==> src/rtl/wdg_rst_pkg.sv <==
package wdg_rst_pkg;

    localparam logic [2:0] OPM_NORMAL   = 3'd0;
    localparam logic [2:0] OPM_STANDBY  = 3'd1;
    localparam logic [2:0] OPM_SLEEP    = 3'd2;
    localparam logic [2:0] OPM_OVERTEMP = 3'd3;

    localparam int NUM_CAUSE = 7;

    localparam logic [2:0] CAUSE_NONE  = 3'd0;
    localparam logic [2:0] CAUSE_UV    = 3'd1;
    localparam logic [2:0] CAUSE_EXT   = 3'd2;
    localparam logic [2:0] CAUSE_SW    = 3'd3;
    localparam logic [2:0] CAUSE_OTX   = 3'd4;
    localparam logic [2:0] CAUSE_OVF   = 3'd5;
    localparam logic [2:0] CAUSE_EARLY = 3'd6;
    localparam logic [2:0] CAUSE_CFG   = 3'd7;

    typedef enum logic [1:0] {
        WM_OFF     = 2'd0,
        WM_WINDOW  = 2'd1,
        WM_TIMEOUT = 2'd2
    } wd_mode_e;

    typedef enum logic [1:0] {
        T_OFF        = 2'd0,
        T_WIN_CLOSED = 2'd1,
        T_WIN_OPEN   = 2'd2,
        T_TIMEOUT    = 2'd3
    } tmr_state_e;

    typedef enum logic [1:0] {
        P_IDLE    = 2'd0,
        P_ASSERT  = 2'd1,
        P_RECOVER = 2'd2
    } pulse_state_e;

endpackage

==> src/rtl/wdg_mode_dec.sv <==
module wdg_mode_dec
    import wdg_rst_pkg::*;
(
    input  logic [2:0] op_mode,
    input  logic       mode_bit,
    input  logic       wd_disable,
    output wd_mode_e   wmode
);

    always_comb begin
        wmode = WM_OFF;
        if (!wd_disable) begin
            unique case (op_mode)
                OPM_NORMAL:  wmode = mode_bit ? WM_TIMEOUT : WM_WINDOW;
                OPM_STANDBY: wmode = mode_bit ? WM_TIMEOUT : WM_OFF;
                default:     wmode = WM_OFF;
            endcase
        end
    end

endmodule

==> src/rtl/wdg_cfg_watch.sv <==
module wdg_cfg_watch
    import wdg_rst_pkg::*;
(
    input  logic       clk,
    input  logic       rst_n,
    input  logic [2:0] op_mode,
    input  logic       mode_bit,
    input  logic       wd_disable,
    output logic       cfg_rst
);

    logic primed_q;
    logic mb_q;
    logic dis_q;

    always_ff @(posedge clk or negedge rst_n) begin
        if (!rst_n) begin
            primed_q <= 1'b0;
            mb_q     <= 1'b0;
            dis_q    <= 1'b0;
        end else begin
            primed_q <= 1'b1;
            mb_q     <= mode_bit;
            dis_q    <= wd_disable;
        end
    end

    always_comb begin
        cfg_rst = 1'b0;
        if (primed_q) begin
            if (wd_disable != dis_q)
                cfg_rst = 1'b1;
            if ((op_mode == OPM_NORMAL) && (mode_bit != mb_q))
                cfg_rst = 1'b1;
        end
    end

    // once primed, a flip of the disable pin is always reported
    p_dis_flip_r10: assert property (@(posedge clk) disable iff (!rst_n)
        (primed_q && $changed(wd_disable)) |-> cfg_rst);

endmodule

==> src/rtl/wdg_timer.sv <==
module wdg_timer
    import wdg_rst_pkg::*;
#(
    parameter int TICK_DIV = 2,
    parameter int PER_BASE = 4,
    parameter int SEL_W    = 4
) (
    input  logic             clk,
    input  logic             rst_n,
    input  wd_mode_e         req_mode,
    input  logic             hold,
    input  logic             trig,
    input  logic [SEL_W-1:0] period_sel,
    input  logic             int_clr,
    output logic             ovf_rst,
    output logic             early_rst,
    output logic             cyc_int
);

    localparam int MAX_TICKS = PER_BASE * (1 << SEL_W);
    localparam int CNT_W     = $clog2(MAX_TICKS + 1);
    localparam int PRE_W     = (TICK_DIV > 1) ? $clog2(TICK_DIV) : 1;

    tmr_state_e       state_q, state_d;
    logic [CNT_W-1:0] cnt_q, cnt_d;
    logic [PRE_W-1:0] pre_q, pre_d;
    logic             ci_q, ci_d;

    logic [CNT_W-1:0] period_ticks;
    logic [CNT_W-1:0] half_ticks;
    logic             tick;
    logic             at_top;
    logic             in_mode;
    logic             active;
    logic             to_ovf;

    function automatic wd_mode_e class_of(input tmr_state_e s);
        unique case (s)
            T_WIN_CLOSED, T_WIN_OPEN: class_of = WM_WINDOW;
            T_TIMEOUT:                class_of = WM_TIMEOUT;
            default:                  class_of = WM_OFF;
        endcase
    endfunction

    function automatic tmr_state_e entry_of(input wd_mode_e m);
        unique case (m)
            WM_WINDOW:  entry_of = T_WIN_CLOSED;
            WM_TIMEOUT: entry_of = T_TIMEOUT;
            default:    entry_of = T_OFF;
        endcase
    endfunction

    assign period_ticks = CNT_W'(PER_BASE) * (CNT_W'(period_sel) + CNT_W'(1));
    assign half_ticks   = period_ticks >> 1;
    assign tick         = (pre_q == PRE_W'(TICK_DIV - 1));
    assign at_top       = tick && (cnt_q == period_ticks - CNT_W'(1));
    assign in_mode      = (class_of(state_q) == req_mode);
    assign active       = in_mode && !hold && (state_q != T_OFF);

    // Events seen by the pulse sequencer
    always_comb begin
        early_rst = active && (state_q == T_WIN_CLOSED) && trig;
        to_ovf    = active && (state_q == T_TIMEOUT) && at_top && !trig;
        ovf_rst   = (active && (state_q == T_WIN_OPEN) && at_top && !trig)
                  || (to_ovf && ci_q && !int_clr);
    end

    // State register
    always_ff @(posedge clk or negedge rst_n) begin
        if (!rst_n) begin
            state_q <= T_OFF;
            cnt_q   <= '0;
            pre_q   <= '0;
            ci_q    <= 1'b0;
        end else begin
            state_q <= state_d;
            cnt_q   <= cnt_d;
            pre_q   <= pre_d;
            ci_q    <= ci_d;
        end
    end

    // Next state
    always_comb begin
        state_d = state_q;
        cnt_d   = cnt_q;
        pre_d   = tick ? '0 : pre_q + PRE_W'(1);
        if (hold || !in_mode) begin
            state_d = entry_of(req_mode);
            cnt_d   = '0;
            pre_d   = '0;
        end else begin
            unique case (state_q)
                T_OFF: begin
                    cnt_d = '0;
                    pre_d = '0;
                end
                T_WIN_CLOSED: begin
                    if (trig) begin
                        cnt_d = '0;
                        pre_d = '0;
                    end else if (tick) begin
                        cnt_d = cnt_q + CNT_W'(1);
                        if (cnt_q + CNT_W'(1) >= half_ticks)
                            state_d = T_WIN_OPEN;
                    end
                end
                T_WIN_OPEN: begin
                    if (trig || at_top) begin
                        state_d = T_WIN_CLOSED;
                        cnt_d   = '0;
                        pre_d   = '0;
                    end else if (tick) begin
                        cnt_d = cnt_q + CNT_W'(1);
                    end
                end
                T_TIMEOUT: begin
                    if (trig || at_top) begin
                        cnt_d = '0;
                        pre_d = '0;
                    end else if (tick) begin
                        cnt_d = cnt_q + CNT_W'(1);
                    end
                end
                default: begin
                    state_d = T_OFF;
                    cnt_d   = '0;
                end
            endcase
        end
    end

    // Interrupt flag: a clear meeting an overflow lets the set win
    always_comb begin
        ci_d = ci_q;
        if (hold)
            ci_d = 1'b0;
        else if (to_ovf && (!ci_q || int_clr))
            ci_d = 1'b1;
        else if (int_clr)
            ci_d = 1'b0;
    end

    assign cyc_int = ci_q;

    // first timeout overflow raises the flag
    p_ci_raise_r5: assert property (@(posedge clk) disable iff (!rst_n)
        (to_ovf && !ci_q && !hold) |=> ci_q);

    // the flag only drops after a clear strobe or a reset pulse
    p_ci_drop_r7: assert property (@(posedge clk) disable iff (!rst_n)
        $fell(ci_q) |-> $past(int_clr || hold));

    // clear coinciding with an overflow never yields a reset
    p_clr_wins_r6: assert property (@(posedge clk) disable iff (!rst_n)
        (to_ovf && int_clr) |-> !ovf_rst);

endmodule

==> src/rtl/rst_pulse_seq.sv <==
module rst_pulse_seq
    import wdg_rst_pkg::*;
#(
    parameter int RST_SHORT = 4,
    parameter int RST_LONG  = 12
) (
    input  logic                 clk,
    input  logic                 rst_n,
    input  logic [NUM_CAUSE-1:0] causes,
    input  logic                 long_pulse,
    output logic                 rst_n_out,
    output logic                 hold,
    output logic [2:0]           rst_cause
);

    localparam int LEN_MAX = (RST_LONG > RST_SHORT) ? RST_LONG : RST_SHORT;
    localparam int LEN_W   = $clog2(LEN_MAX + 1);

    pulse_state_e     state_q, state_d;
    logic [LEN_W-1:0] len_q, len_d;
    logic [LEN_W-1:0] len_sel;
    logic [2:0]       cause_q, cause_d;
    logic [2:0]       win_code;

    assign len_sel = long_pulse ? LEN_W'(RST_LONG) : LEN_W'(RST_SHORT);

    // Lowest code wins
    always_comb begin
        win_code = CAUSE_NONE;
        for (int i = NUM_CAUSE - 1; i >= 0; i--) begin
            if (causes[i])
                win_code = 3'(i + 1);
        end
    end

    // State register
    always_ff @(posedge clk or negedge rst_n) begin
        if (!rst_n) begin
            state_q <= P_IDLE;
            len_q   <= '0;
            cause_q <= CAUSE_NONE;
        end else begin
            state_q <= state_d;
            len_q   <= len_d;
            cause_q <= cause_d;
        end
    end

    // Next state
    always_comb begin
        state_d = state_q;
        len_d   = len_q;
        cause_d = cause_q;
        unique case (state_q)
            P_IDLE: begin
                if (win_code != CAUSE_NONE) begin
                    state_d = P_ASSERT;
                    len_d   = '0;
                    cause_d = win_code;
                end
            end
            P_ASSERT: begin
                if (len_q == len_sel - LEN_W'(1))
                    state_d = P_RECOVER;
                else
                    len_d = len_q + LEN_W'(1);
            end
            P_RECOVER: state_d = P_IDLE;
            default:   state_d = P_IDLE;
        endcase
    end

    // Outputs
    always_comb begin
        rst_n_out = 1'b1;
        hold      = 1'b1;
        unique case (state_q)
            P_IDLE:    hold = 1'b0;
            P_ASSERT:  rst_n_out = 1'b0;
            P_RECOVER: hold = 1'b1;
            default:   hold = 1'b1;
        endcase
    end

    assign rst_cause = cause_q;

    // every pulse carries a cause
    p_cause_set_r12: assert property (@(posedge clk) disable iff (!rst_n)
        $fell(rst_n_out) |-> (rst_cause != CAUSE_NONE));

    // cause frozen while a pulse is in flight
    p_cause_hold_r12: assert property (@(posedge clk) disable iff (!rst_n)
        (state_q != P_IDLE) |=> $stable(rst_cause));

    // no pulse shorter than two clocks
    p_min_len_r11: assert property (@(posedge clk) disable iff (!rst_n)
        $fell(rst_n_out) |=> !rst_n_out);

endmodule

==> src/rtl/wdg_rst_ctrl.sv <==
module wdg_rst_ctrl
    import wdg_rst_pkg::*;
#(
    parameter int TICK_DIV  = 2,
    parameter int PER_BASE  = 4,
    parameter int SEL_W     = 4,
    parameter int RST_SHORT = 4,
    parameter int RST_LONG  = 12
) (
    input  logic             clk,
    input  logic             rst_n,
    input  logic [2:0]       op_mode,
    input  logic             mode_bit,
    input  logic             wd_disable,
    input  logic [SEL_W-1:0] period_sel,
    input  logic             long_pulse,
    input  logic             trig,
    input  logic             sw_reset,
    input  logic             int_clr,
    input  logic             uv_flag,
    input  logic             ot_exit,
    input  logic             ext_rst_n_in,
    output logic             rst_n_out,
    output logic             cyc_int,
    output logic [2:0]       rst_cause
);

    wd_mode_e             wmode;
    logic                 cfg_rst;
    logic                 ev_ovf;
    logic                 ev_early;
    logic                 hold;
    logic [NUM_CAUSE-1:0] causes;

    wdg_mode_dec u_dec (
        .op_mode    (op_mode),
        .mode_bit   (mode_bit),
        .wd_disable (wd_disable),
        .wmode      (wmode)
    );

    wdg_cfg_watch u_cfg (
        .clk        (clk),
        .rst_n      (rst_n),
        .op_mode    (op_mode),
        .mode_bit   (mode_bit),
        .wd_disable (wd_disable),
        .cfg_rst    (cfg_rst)
    );

    wdg_timer #(
        .TICK_DIV (TICK_DIV),
        .PER_BASE (PER_BASE),
        .SEL_W    (SEL_W)
    ) u_tmr (
        .clk        (clk),
        .rst_n      (rst_n),
        .req_mode   (wmode),
        .hold       (hold),
        .trig       (trig),
        .period_sel (period_sel),
        .int_clr    (int_clr),
        .ovf_rst    (ev_ovf),
        .early_rst  (ev_early),
        .cyc_int    (cyc_int)
    );

    // bit i carries cause code i+1
    assign causes = {cfg_rst, ev_early, ev_ovf, ot_exit,
                     sw_reset, !ext_rst_n_in, uv_flag};

    rst_pulse_seq #(
        .RST_SHORT (RST_SHORT),
        .RST_LONG  (RST_LONG)
    ) u_seq (
        .clk        (clk),
        .rst_n      (rst_n),
        .causes     (causes),
        .long_pulse (long_pulse),
        .rst_n_out  (rst_n_out),
        .hold       (hold),
        .rst_cause  (rst_cause)
    );

    // an Off watchdog raises no watchdog event
    p_off_quiet_r8: assert property (@(posedge clk) disable iff (!rst_n)
        (wmode == WM_OFF) |-> !(ev_ovf || ev_early));

    // a configuration change seen while idle yields a pulse
    p_cfg_pulse_r10: assert property (@(posedge clk) disable iff (!rst_n)
        (cfg_rst && !hold) |=> !rst_n_out);

endmodule

==> config.mk <==
export PLATFORM = sky130hd
export DESIGN_NAME = wdg_rst_ctrl
export DESIGN_NICKNAME = d
export VERILOG_FILES = /design/src/rtl/wdg_rst_pkg.sv /design/src/rtl/wdg_mode_dec.sv /design/src/rtl/wdg_cfg_watch.sv /design/src/rtl/wdg_timer.sv /design/src/rtl/rst_pulse_seq.sv /design/src/rtl/wdg_rst_ctrl.sv
export SDC_FILE = /design/constraint.sdc
export NUM_CORES = 1
export LEC_CHECK = 0
export ABC_AREA = 1
export BUFFER_PORTS_ARGS = -buffer_cell sky130_fd_sc_hd__buf_2
export CELL_PAD_IN_SITES_DETAIL_PLACEMENT = 0
export CELL_PAD_IN_SITES_GLOBAL_PLACEMENT = 1
export CORE_ASPECT_RATIO = 0.9
export CORE_UTILIZATION = 45
export DETAILED_ROUTE_END_ITERATION = 10
export GPL_ROUTABILITY_DRIVEN = 0
export PLACE_DENSITY_LB_ADDON = 0.25
export SKIP_LAST_GASP = 1
export SLEW_MARGIN = 20
export SYNTH_ARGS = -nofsm -noshare
export SYNTH_HDL_FRONTEND = slang
export SYNTH_HIERARCHICAL = 1
export SYNTH_SLANG_ARGS = --single-unit
==> constraint.sdc <==
create_clock -name clk -period 3.2 [get_ports clk]
set_input_delay 0.32 -clock clk [delete_from_list [all_inputs] [get_ports clk]]
set_output_delay 0.32 -clock clk [all_outputs]
set_load 0.03 [all_outputs]
# Word level (Yosys, flattened, before mapping)
# Index checks and enable logic that the tools add are counted.
# W data, S select, Z words.
# totals
reg_bits	23
in_bits	18
output_inout_bits	5
word_cells	117
# classes
add_sub_neg	6
order_cmp	1
n_eq_ne	20
mux	44
reduce_logical	36
# ops
operator	n
$mux W7	4
$mux W3	7
$pmux W7 S3	1
$mux W2	10
$pmux W2 S2	5
$logic_and A1 B1 Y1	15
$mux W1	12
$mux W4	3
$ne A3 B3 Y1 const B	4
$pmux W4 S2	1
$add A7 B1 Y7 const B	1
$eq A7 B7 Y1	1
$ge A7 B6 Y1	1
$sub A7 B1 Y7 const B	1
$eq A2 B1 Y1 const B	3
$eq A2 B2 Y1 const B	3
$reduce_bool A3 Y1	2
$add A4 B1 Y5 const B	1
$reduce_and A5 Y1	1
$add A4 B1 Y4 const B	1
$eq A4 B4 Y1	1
$logic_not A1 Y1	4
$logic_not A2 Y1	2
$logic_or A1 B1 Y1	4
other kinds (14)	19

# Logic depth before layout (Yosys ltp)
# Gate-level depths: netlist of run 1.
# depth
depth_word	20
ltp_mapped	21
depth_no_buf	21

# By module
# Netlist of run 1, hierarchy kept.
# by_module_without_submodules
module	n_inst	cells_each	area_each_um2	seq_area_each_um2
wdg_timer	1	180	1188.6	275.3
rst_pulse_seq	1	75	590.6	225.2
wdg_cfg_watch	1	17	140.1	75.1
wdg_mode_dec	1	8	30.0	0.0
wdg_rst_ctrl	1	1	3.8	0.0

# Worst setup path before layout of run 1
# Ideal clock, no wire load.
# synth_timing
path_type	flip-flop to flip-flop
startpoint	register u_tmr.state_q[0]
endpoint	register u_seq.len_q[2]
setup_ps	117
arrival_ps	1985
required_ps	3083
setup_slack_ps	1097
path_stages_with_launch	18
n_path_buf	0
period_less_slack_ps	2103
cell_sequence	dfrtp_1 -> inv_1 -> ha_1 -> xnor2_1 -> nand2_1 -> nor2_4 -> nand2_1 -> nor2_1 -> o21a_1 -> nor2_2 -> nand2_1 -> nand2_2 -> nand2_1 -> nand2_2 -> nand2_4 -> nand3_4 -> nand2_1 -> nand2_1
# synth_via
elab_chain_len	20
word_cells_on_any_way	29
cone_classes	5 x eq/ne; 7 x mux; 17 x reduce/logical
# synth_lines
element	line	source
start, declared	wdg_timer.sv:24	tmr_state_e state_q, state_d;
start signal, assigned	wdg_timer.sv:76	state_q <= state_d;
$eq A2 B2 Y1 / $eq A2 B1 Y1 (equally long branches)	wdg_timer.sv:38, wdg_timer.sv:64	
$reduce_or A2 Y1	wdg_timer.sv:38	unique case (s)
$pmux W2 S2	wdg_timer.sv:38	
$eq A2 B2 Y1	wdg_timer.sv:57	assign in_mode = (class_of(state_q) == req_mode);
$logic_and A1 B1 Y1 (2 in series)	wdg_timer.sv:58	assign active = in_mode && !hold && (state_q != T_OFF);
$logic_and A1 B1 Y1 (3 in series)	wdg_timer.sv:63	to_ovf = active && (state_q == T_TIMEOUT) && at_top && !trig;
$logic_and A1 B1 Y1 (2 in series)	wdg_timer.sv:65	|| (to_ovf && ci_q && !int_clr);
$logic_or A1 B1 Y1 (*)	wdg_timer.sv:65	
via causes[4]	wdg_rst_ctrl.sv:33	logic [NUM_CAUSE-1:0] causes;
$mux W3 (*) (5 in series)	rst_pulse_seq.sv:31	if (causes[i])
$reduce_bool A3 Y1 (*)	rst_pulse_seq.sv:56	if (win_code != CAUSE_NONE) begin
$ne A2 B1 Y1 (no source line) (*)	--	
$reduce_and A3 Y1 (no source line) (*)	--	
end signal, assigned	rst_pulse_seq.sv:44	len_q <= len_d;
end, declared	rst_pulse_seq.sv:20	logic [LEN_W-1:0] len_q, len_d;
# Mark *: on every way through the listed nets, which the timed path passes. The rest lies on a longest branch.
# A chain may end at the register's enable or synchronous reset.

# Worst setup path after layout of run 1
# layout_timing
startpoint	register u_seq.state_q[0]
endpoint	register u_seq.len_q[2]
# layout_via
elab_chain_len	17
word_cells_on_any_way	27
cone_classes	3 x eq/ne; 7 x mux; 17 x reduce/logical
# layout_lines
element	line	source
start, declared	rst_pulse_seq.sv:19	pulse_state_e state_q, state_d;
start signal, assigned	rst_pulse_seq.sv:43	state_q <= state_d;
$logic_not A2 Y1 (*)	rst_pulse_seq.sv:77	unique case (state_q)
$logic_and A1 B1 Y1 (*) (2 in series)	wdg_timer.sv:58	
$logic_and A1 B1 Y1 (3 in series)	wdg_timer.sv:63	
$logic_and A1 B1 Y1 (2 in series)	wdg_timer.sv:65	
$logic_or A1 B1 Y1 (*)	wdg_timer.sv:65	
via causes[4]	wdg_rst_ctrl.sv:33	
$mux W3 (*) (5 in series)	rst_pulse_seq.sv:31	
$reduce_bool A3 Y1 (*)	rst_pulse_seq.sv:56	
$ne A2 B1 Y1 (no source line) (*)	--	
$reduce_and A3 Y1 (no source line) (*)	--	
# Marks and branches as above.

==> out/results.tsv, run 1 <==
stage	metric	value	unit
global_route	grt_pass1_wl	6.762	mm
placed_design	dp_hpwl	3.090	mm
sta	tightestPinTransition	0.5318	ns
cts	ctsResizeCount	0	
drt	drcViolationCount	0	
sta	fin_crit	2.329	ns
cts	clock-sinks	23	
worst_setup_path	startpoint_type	register	
sta	hold_violations	0	
cts	clk_pin_slew	0.08	ns
logic_synthesis	muxShareOfSynthArea	0	
die	dieWidth	71.45	um
worst_setup_path	critPathKind	reg2reg	
global_route	grt_max_degree	24	
drt	drt_iter0_drc	67	
die	num_rows	22	
cts	cts_htree_levels	1	
min_path	hold_path_class	in2async	
logic_synthesis	synth_common_cells	75 x nand2_1, 44 x inv_1, 23 x dfrtp_1, 23 x nand3_1, 23 x nor2_1	
logic_synthesis	synth_compound_area_frac	0.07431	
cts	cts_buffers	3	
worst_setup_path	reg2reg_from	u_seq/state_q[0]$_DFFE_PN0P_	
placed_design	numPortBuffers	22	
logic_synthesis	synth_seq_cells	23	
logic_synthesis	yosysTopAreaCell	dfrtp_1	
die	die_area	4608	um2
worst_setup_path	critPathArrivalTime	2.49	ns
logic_synthesis	async_flop_share	1.000	
worst_setup_path	crit_path_frequent_cell	nand2_1	
worst_setup_path	crit_fanout	9	
cts	post_cts_buffers	0	
worst_setup_path	reg2reg_slack	0.87	ns
placed_design	dpl-instance-area	2107	um2
logic_synthesis	ys_top_cells_by_area	dfrtp_1 29%, nand2_1 14%, ha_1 9.0%, inv_1 8.5%, nand3_1 5.9%	
layout	fillers	434	
drt	wl_per_cell	10.77	um
logic_synthesis	synth_ff_type	dfrtp_1	
worst_setup_path	worstPathCellList	nor2_4, inv_1, nor3b_2, nand2_1, nor2_4, nand2_1, nor2_1, o21a_1, nor2_2, nand2_1, nand2_2, nand2_1, nand2_2, nand2_4, nand3_4, nand2_1, nand2_1	
logic_synthesis	syn_nets	313	
sta	grt_setup_unrepaired	false	
drt	viasPerCell	4.881	
drt	first_pass_iters	5	
worst_setup_path	slowest_delay	0.46	ns
run	max_cap_viol_count	0	
layout	drive_above_1_share	0.1967	
worst_setup_path	cp_data_required_time	3.36	ns
global_route	overflow	0	
logic_synthesis	synth_top_family_by_area	simple AND/OR/NAND/NOR gates	
worst_setup_path	crit_family	simple AND/OR/NAND/NOR gates	
drt	routed-via-count	1723	
logic_synthesis	synth_area	1953	um2
worst_setup_path	ff2ff_path_depth	17	
global_route	grt.total_usage	0.1839	
die	die_h	64.50	um
die	io-pin-count	23	
worst_setup_path	rr_endpoint	u_seq/len_q[2]$_DFFE_PN0P_	
cts	cts_buffer_depth	2	
sta	drv_slew	0	
power_and_ir_drop	power.static_leakage	1.164	nW
cts	root_buffer	clkbuf_8	
sta	setup_viol	0	
logic_synthesis	ys_warn_count	6	
cts	hold_buffers	0	
logic_synthesis	yosys.area_share.adder	0.08969	
worst_setup_path	crit_path_top_delay_cell	dfrtp_1	
run_status	status	complete, no violations	
sta	timing.fmax	429.3	MHz
drt	ant_nets	0	
layout	post-route-cell-area	2152	um2
sta	whs	0.02503	ns
logic_synthesis	synth-xor-area-share	0.03139	
global_route	antenna_found_initial	0	
layout	synthToLayoutAreaGrowth	10.19	%
worst_setup_path	end_kind	register	
cts	cts_tree	done	
logic_synthesis	netlist.area_leader.share	0.2947	
worst_setup_path	path_buf_inv	1	
die	start_util	0.4730	
sta	max_slew_margin	0.6455	
sta	fin_tns_setup	0	ns
layout	nets	338	
die	core_area	4129	um2
logic_synthesis	yosysSeqAreaShare	0.2947	
logic_synthesis	synthSimpleGateAreaFrac	0.3959	
logic_synthesis	synth.distinct_cells	30	
layout	antennaDiodeCount	0	
global_route	first_global_vias	1499	
cts	clkLatencyLatePin	0.26	ns
power_and_ir_drop	power.density	519.3	nW/um2
power_and_ir_drop	total_power	0.001118	W
sta	period_share	0.7279	
power_and_ir_drop	peakVddDrop	0.3003	mV
logic_synthesis	yosysMostFrequentCell	nand2_1	
sta	finClkSkew	0.007046	ns
logic_synthesis	syn_avg_cell_area	6.951	um2
drt	wl	3.802	mm
logic_synthesis	syn_inst	281	
logic_synthesis	synth_edf_count	0	
## how the worst max path moves through the flow
stage	depth (start not counted)	slack (ns)	from	end
finish	17	0.87	u_seq/state_q[0]$_DFFE_PN0P_	u_seq/len_q[2]$_DFFE_PN0P_
global route	17	0.59	u_seq/state_q[0]$_DFFE_PN0P_	u_seq/len_q[2]$_DFFE_PN0P_
floorplan	17	1.10	u_tmr/state_q[0]$_DFFE_PN0P_	u_seq/len_q[2]$_DFFE_PN0P_
detailed placement	20	0.77	period_sel[0]	u_seq/rst_cause[1]$_DFFE_PN0P_
global placement	20	0.80	period_sel[0]	u_seq/rst_cause[1]$_DFFE_PN0P_
CTS	17	0.85	u_seq/state_q[0]$_DFFE_PN0P_	u_seq/len_q[2]$_DFFE_PN0P_
## through the flow
stage,cells,setup WS [ns],util
6_report,353,0.8706,0.5212
5_1_grt,353,0.5940,0.5212
4_1_cts,353,0.8533,0.5212
3_5_place_dp,349,0.7707,0.5103
3_3_place_gp,349,0.7991,0.5103
2_1_floorplan,281,1.097,-
## worst register-to-register path, stage by stage, from the launching register on
cell,delay [ns]
dfrtp_1,0.46
nor2_4,0.22
inv_1,0.11
nor3b_2,0.17
nand2_1,0.12
nor2_4,0.17
nand2_1,0.09
nor2_1,0.11
o21a_1,0.16
nor2_2,0.05
nand2_1,0.07
nand2_2,0.05
nand2_1,0.07
nand2_2,0.07
nand2_4,0.12
nand3_4,0.09
nand2_1,0.06
nand2_1,0.04
## area by class of cell
cell class                      count  area, um2  area share
Sequential cell                    23      575.6      0.2674
Tap cell                           48      60.06     0.02791
Clock buffer                        4      45.04     0.02093
Inverter                           54      202.7     0.09419
Timing Repair Buffer               22      110.1     0.05116
Multi-Input combinational cell    202       1159      0.5384
## logic make-up (layout without fill, tap and decap cells)
group,after synthesis,after routing
flip-flops,23,23
AND/OR/NAND/NOR,158,158
buffers and inverters,56,80
other,1,1
adder cells (fa/ha/maj),14,14
AO/OA/AOI/OAI,22,22
XOR/XNOR,7,7
## state kept, by name, indices dropped and copies added, names as in the netlist
name,cells
u_tmr/state_q,2
u_cfg/dis_q,1
u_seq/rst_cause,3
u_tmr/cnt_q,7
u_seq/len_q,4
u_seq/state_q,2
u_cfg/mb_q,1
u_tmr/pre_q,1
u_tmr/cyc_int,1
u_cfg/primed_q,1
## cell usage in the layout (no fill, tap or decap), types with 2 or more instances in the layout
master	netlist	layout
inv_2	8	8
a21oi_2	3	3
nor2_4	3	3
o21ai_0	6	6
xnor2_1	2	2
clkbuf_8	0	3
a21oi_1	6	6
o21a_1	2	2
inv_1	44	44
ha_1	14	14
clkinv_1	2	2
dfrtp_1	23	23
nand2_2	8	8
o211ai_1	3	3
nor2_1	23	23
nand3_2	2	2
nor2_2	3	3
nand4_1	12	12
buf_2	1	22
nand2_4	3	3
nand3_1	23	23
xor2_1	5	5
nor3_1	2	2
nand2_1	75	75
nor3b_2	2	2
## per-layer routing
layer / GRT usage / up-vias / wire, um
met4: 0.03250 / 0 / 17
met1: 0.2736 / 761 / 2045
met3: 0.03421 / 2 / 112
met2: 0.2786 / 24 / 1627
li1: - / 936 / -
met5: 0 / - / 0
## power breakdown
part           internal (W)  total, W  switching, W
logic              0.000193  0.000534      0.000341
clock network     0.0000888  0.000177     0.0000887
registers          0.000350  0.000406     0.0000563
total              0.000632   0.00112      0.000486
No activity file was read; power rests on OpenSTA's default activity.
==> inputs of run 2 (changes only) <==
Settings changed: ABC_AREA 1 to 0, CORE_UTILIZATION 45 to 40.
Clock period 3.2 ns to 2.1 ns, I/O delays scaled along.
==> out/results.tsv, run 2 <==
stage	metric	value	unit	change
die	start_util	0.4213		-0.05174
worst_setup_path	critPathArrivalTime	2.46	ns	-0.03 ns
logic_synthesis	yosysTopAreaCell	dfrtp_1		
logic_synthesis	synth-xor-area-share	0.1195		+0.08809
cts	clk_pin_slew	0.08	ns	about the same
logic_synthesis	muxShareOfSynthArea	0.03621		+0.03621
layout	drive_above_1_share	0.4064		+0.2097
cts	cts_buffers	3		unchanged
power_and_ir_drop	power.density	813.1	nW/um2	+57%
layout	fin_util	0.5815		+0.06024
logic_synthesis	netlist.area_leader.share	0.3331		+0.03841
run_status	violations	design-rule violations, negative setup slack		
cts	clock-sinks	23		unchanged
worst_setup_path	end_kind	register		
logic_synthesis	ys_top_cells_by_area	dfrtp_1 33%, ha_1 10%, xnor2_1 6.1%, xor2_1 4.6%, nand2_1 3.5%		
cts	cts_tree	done		
layout	antennaDiodeCount	0		unchanged
drt	first_pass_iters	7		+2
logic_synthesis	syn_inst	186		-34%
layout	nets	284		-16%
worst_setup_path	cp_data_required_time	2.29	ns	-1.07 ns
cts	clkLatencyLatePin	0.26	ns	about the same
logic_synthesis	async_flop_share	1.000		unchanged
logic_synthesis	yosys.area_share.adder	0.1014		+0.01169
logic_synthesis	synth_top_family_by_area	simple AND/OR/NAND/NOR gates		
drt	routed-via-count	1515		-12%
die	core_area	4101	um2	-0.67%
global_route	gr-usage-met1	0.2299		-0.04375
worst_setup_path	startpoint_type	register		
sta	drv_slew	0		unchanged
power_and_ir_drop	peakVddDrop	0.5004	mV	+67%
power_and_ir_drop	total_power	0.001939	W	+74%
logic_synthesis	yosysSeqAreaShare	0.3331		+0.03841
logic_synthesis	syn_nets	218		-30%
global_route	grtUsageMet3	0.02208		-0.01213
logic_synthesis	ys_warn_count	6		unchanged
logic_synthesis	syn_avg_cell_area	9.290	um2	+34%
logic_synthesis	synth_compound_area_frac	0.1369		+0.06255
power_and_ir_drop	power.static_leakage	1.127	nW	-3.1%
sta	tightestPinTransition	0.5377	ns	+0.005921 ns
sta	grt_setup_unrepaired	true		
logic_synthesis	yosysMostFrequentCell	dfrtp_1		
logic_synthesis	synth_seq_cells	23		unchanged
global_route	first_global_vias	1522		+1.5%
sta	worst_slack	-0.1639	ns	-1.035 ns
sta	max_slew_margin	0.6415		-0.003948
global_route	top_usage_layer	met2		
logic_synthesis	synth_area	1728	um2	-12%
layout	top_register	u_tmr/cnt_q		
sta	fin_tns_setup	-0.8128	ns	-0.8128 ns
placed_design	post-place-cells	290		-17%
logic_synthesis	synthSimpleGateAreaFrac	0.2281		-0.1678
layout	synthToLayoutAreaGrowth	38.02	%	
drt	drt_iter0_drc	48		-28%
die	num_rows	22		unchanged
die	die_h	64.35	um	-0.23%
die	io-pin-count	23		unchanged
min_path	hold_path_class	in2reg		
layout	layout_common_cells	43 x buf_4, 23 x dfrtp_1, 21 x buf_2		
cts	cts_htree_levels	1		unchanged
placed_design	numPortBuffers	22		unchanged
layout	largest_register_ffs	7		unchanged
sta	setup_viol	9		+9
layout	fillers	354		-18%
cts	root_buffer	clkbuf_8		
run_status	status	finished, violations left		
die	die_area	4587	um2	-0.46%
drt	ant_nets	0		unchanged
drt	wl	3.942	mm	+3.7%
global_route	grt.total_usage	0.1863		+0.002459
sta	finClkSkew	0.001999	ns	-0.005047 ns
cts	cts_buffer_depth	2		unchanged
global_route	grt_pass1_wl	6.679	mm	-1.2%
sta	fin_crit	2.264	ns	-0.06542 ns
logic_synthesis	synth.distinct_cells	50		+67%
placed_design	dp_hpwl	3.110	mm	+0.67%
logic_synthesis	synth_common_cells	23 x dfrtp_1, 16 x nand2_1, 15 x inv_1, 15 x nor2_1, 14 x ha_1		
sta	timing.fmax	441.7	MHz	+2.9%
layout	final_cells	299		-15%
drt	viasPerCell	5.067		+3.8%
logic_synthesis	synth_ff_type	dfrtp_1		
placed_design	pre_cts_slack	-0.4875	ns	-1.258 ns
drt	wl_per_cell	13.18	um	+22%
worst_setup_path	crit_fanout	3		-6
sta	period_share	1.078		+0.3501
layout	mostFrequentLayoutCell	buf_4		
global_route	use_met2	0.3369		+0.05833
run	max_cap_viol_count	0		unchanged
die	dieWidth	71.28	um	-0.23%
logic_synthesis	synth_edf_count	0		unchanged
drt	drcViolationCount	2		+2
global_route	antenna_found_initial	0		unchanged
sta	hold_violations	0		unchanged
worst_setup_path	critPathKind	reg2reg		
global_route	overflow	0		unchanged
global_route	grt_max_degree	24		unchanged
[run 2: cell count changes in the layout (fill, tap and decap cells not counted), moves of 6 or more]
cell,previous run,this run
nand2_1,75,15
buf_4,0,43
inv_1,44,13
nand3_1,23,3
nand4_1,12,2
nor2_1,23,13
xnor2_1,2,11
nand2_2,8,1
inv_2,8,2
[run 2: layout make-up]
cell class	instances	area, um2	area share
Clock buffer	3	41.29	0.01731
Clock inverter	1	5.005	0.002099
Inverter	15	56.30	0.02361
Multi-Input combinational cell	144	1209	0.5068
Sequential cell	23	575.6	0.2413
Tap cell	48	60.06	0.02518
Timing Repair Buffer	65	437.9	0.1836
[run 2: kinds of logic (layout without fill, tap and decap cells)]
logic type	count (synthesis)	in the layout
xor gates and xnor gates	22	22
DFF	23	23
other	1	1
AOI/OAI and AO/OA	31	31
muxes	5	5
adders and majority gates	14	14
and+or+nand+nor	71	71
buffers and inverters	19	84
[run 2: report_power, final]
group / total [W] / internal [W] / switching (W)
Combinational: 0.00106 / 0.000500 / 0.000557
Sequential: 0.000604 / 0.000538 / 0.0000662
Clock: 0.000278 / 0.000132 / 0.000146
Total: 0.00194 / 0.00117 / 0.000769
[run 2: metrics by stage]
stage / area, um2 / hold WS, ns
3_5_place_dp: 2237 / 0.2297
5_1_grt: 2385 / 0.1667
3_3_place_gp: 2237 / 0.2158
6_report: 2385 / 0.1702
2_1_floorplan: 1799 / -0.08559
4_1_cts: 2347 / 0.1680
[run 2: path summary, 6_finish.rpt]
check / start / end / slack [ns] / cells past startpoint
max in group asynchronous: rst_n / u_tmr/cnt_q[3]$_DFF_PN0_ / 1.28 / 2
max reg2reg: u_tmr/state_q[0]$_DFFE_PN0P_ / u_seq/len_q[3]$_DFFE_PN0P_ / -0.16 / 10
min: wd_disable / u_cfg/dis_q$_DFF_PN0_ / 0.17 / 2
min reg2reg: u_seq/rst_cause[1]$_DFFE_PN0P_ / u_seq/rst_cause[1]$_DFFE_PN0P_ / 0.50 / 1
max: u_tmr/state_q[0]$_DFFE_PN0P_ / u_seq/len_q[3]$_DFFE_PN0P_ / -0.16 / 10
min in group asynchronous: rst_n / u_cfg/primed_q$_DFF_PN0_ / 0.46 / 2
[run 2: worst max-delay path, stage by stage (launching register included)]
cell,delay (ns)
dfrtp_1,0.41
inv_2,0.09
ha_4,0.20
xnor2_1,0.13
nand3b_1,0.19
nor3_4,0.06
nor3b_4,0.16
or4_4,0.43
o21a_1,0.22
nand2b_4,0.17
o22ai_2,0.13
[run 2: timing repair]
action / 4_1_cts / 5_1_grt
hold endpoints to repair: 23 / 0
gates cloned: 0 / 0
gates resized for setup: 13 / 5
buffers inserted: 2 / 2
hold buffers: 1 / 0
setup endpoints to repair: 9 / 9
pin swaps: 5 / 6
[run 2: routing by layer]
metal / share of wire / vias to the layer above
met5: 0 / -
met4: 0.0094 / 0
met3: 0.020 / 4
met2: 0.49 / 17
met1: 0.48 / 716
li1: - / 778
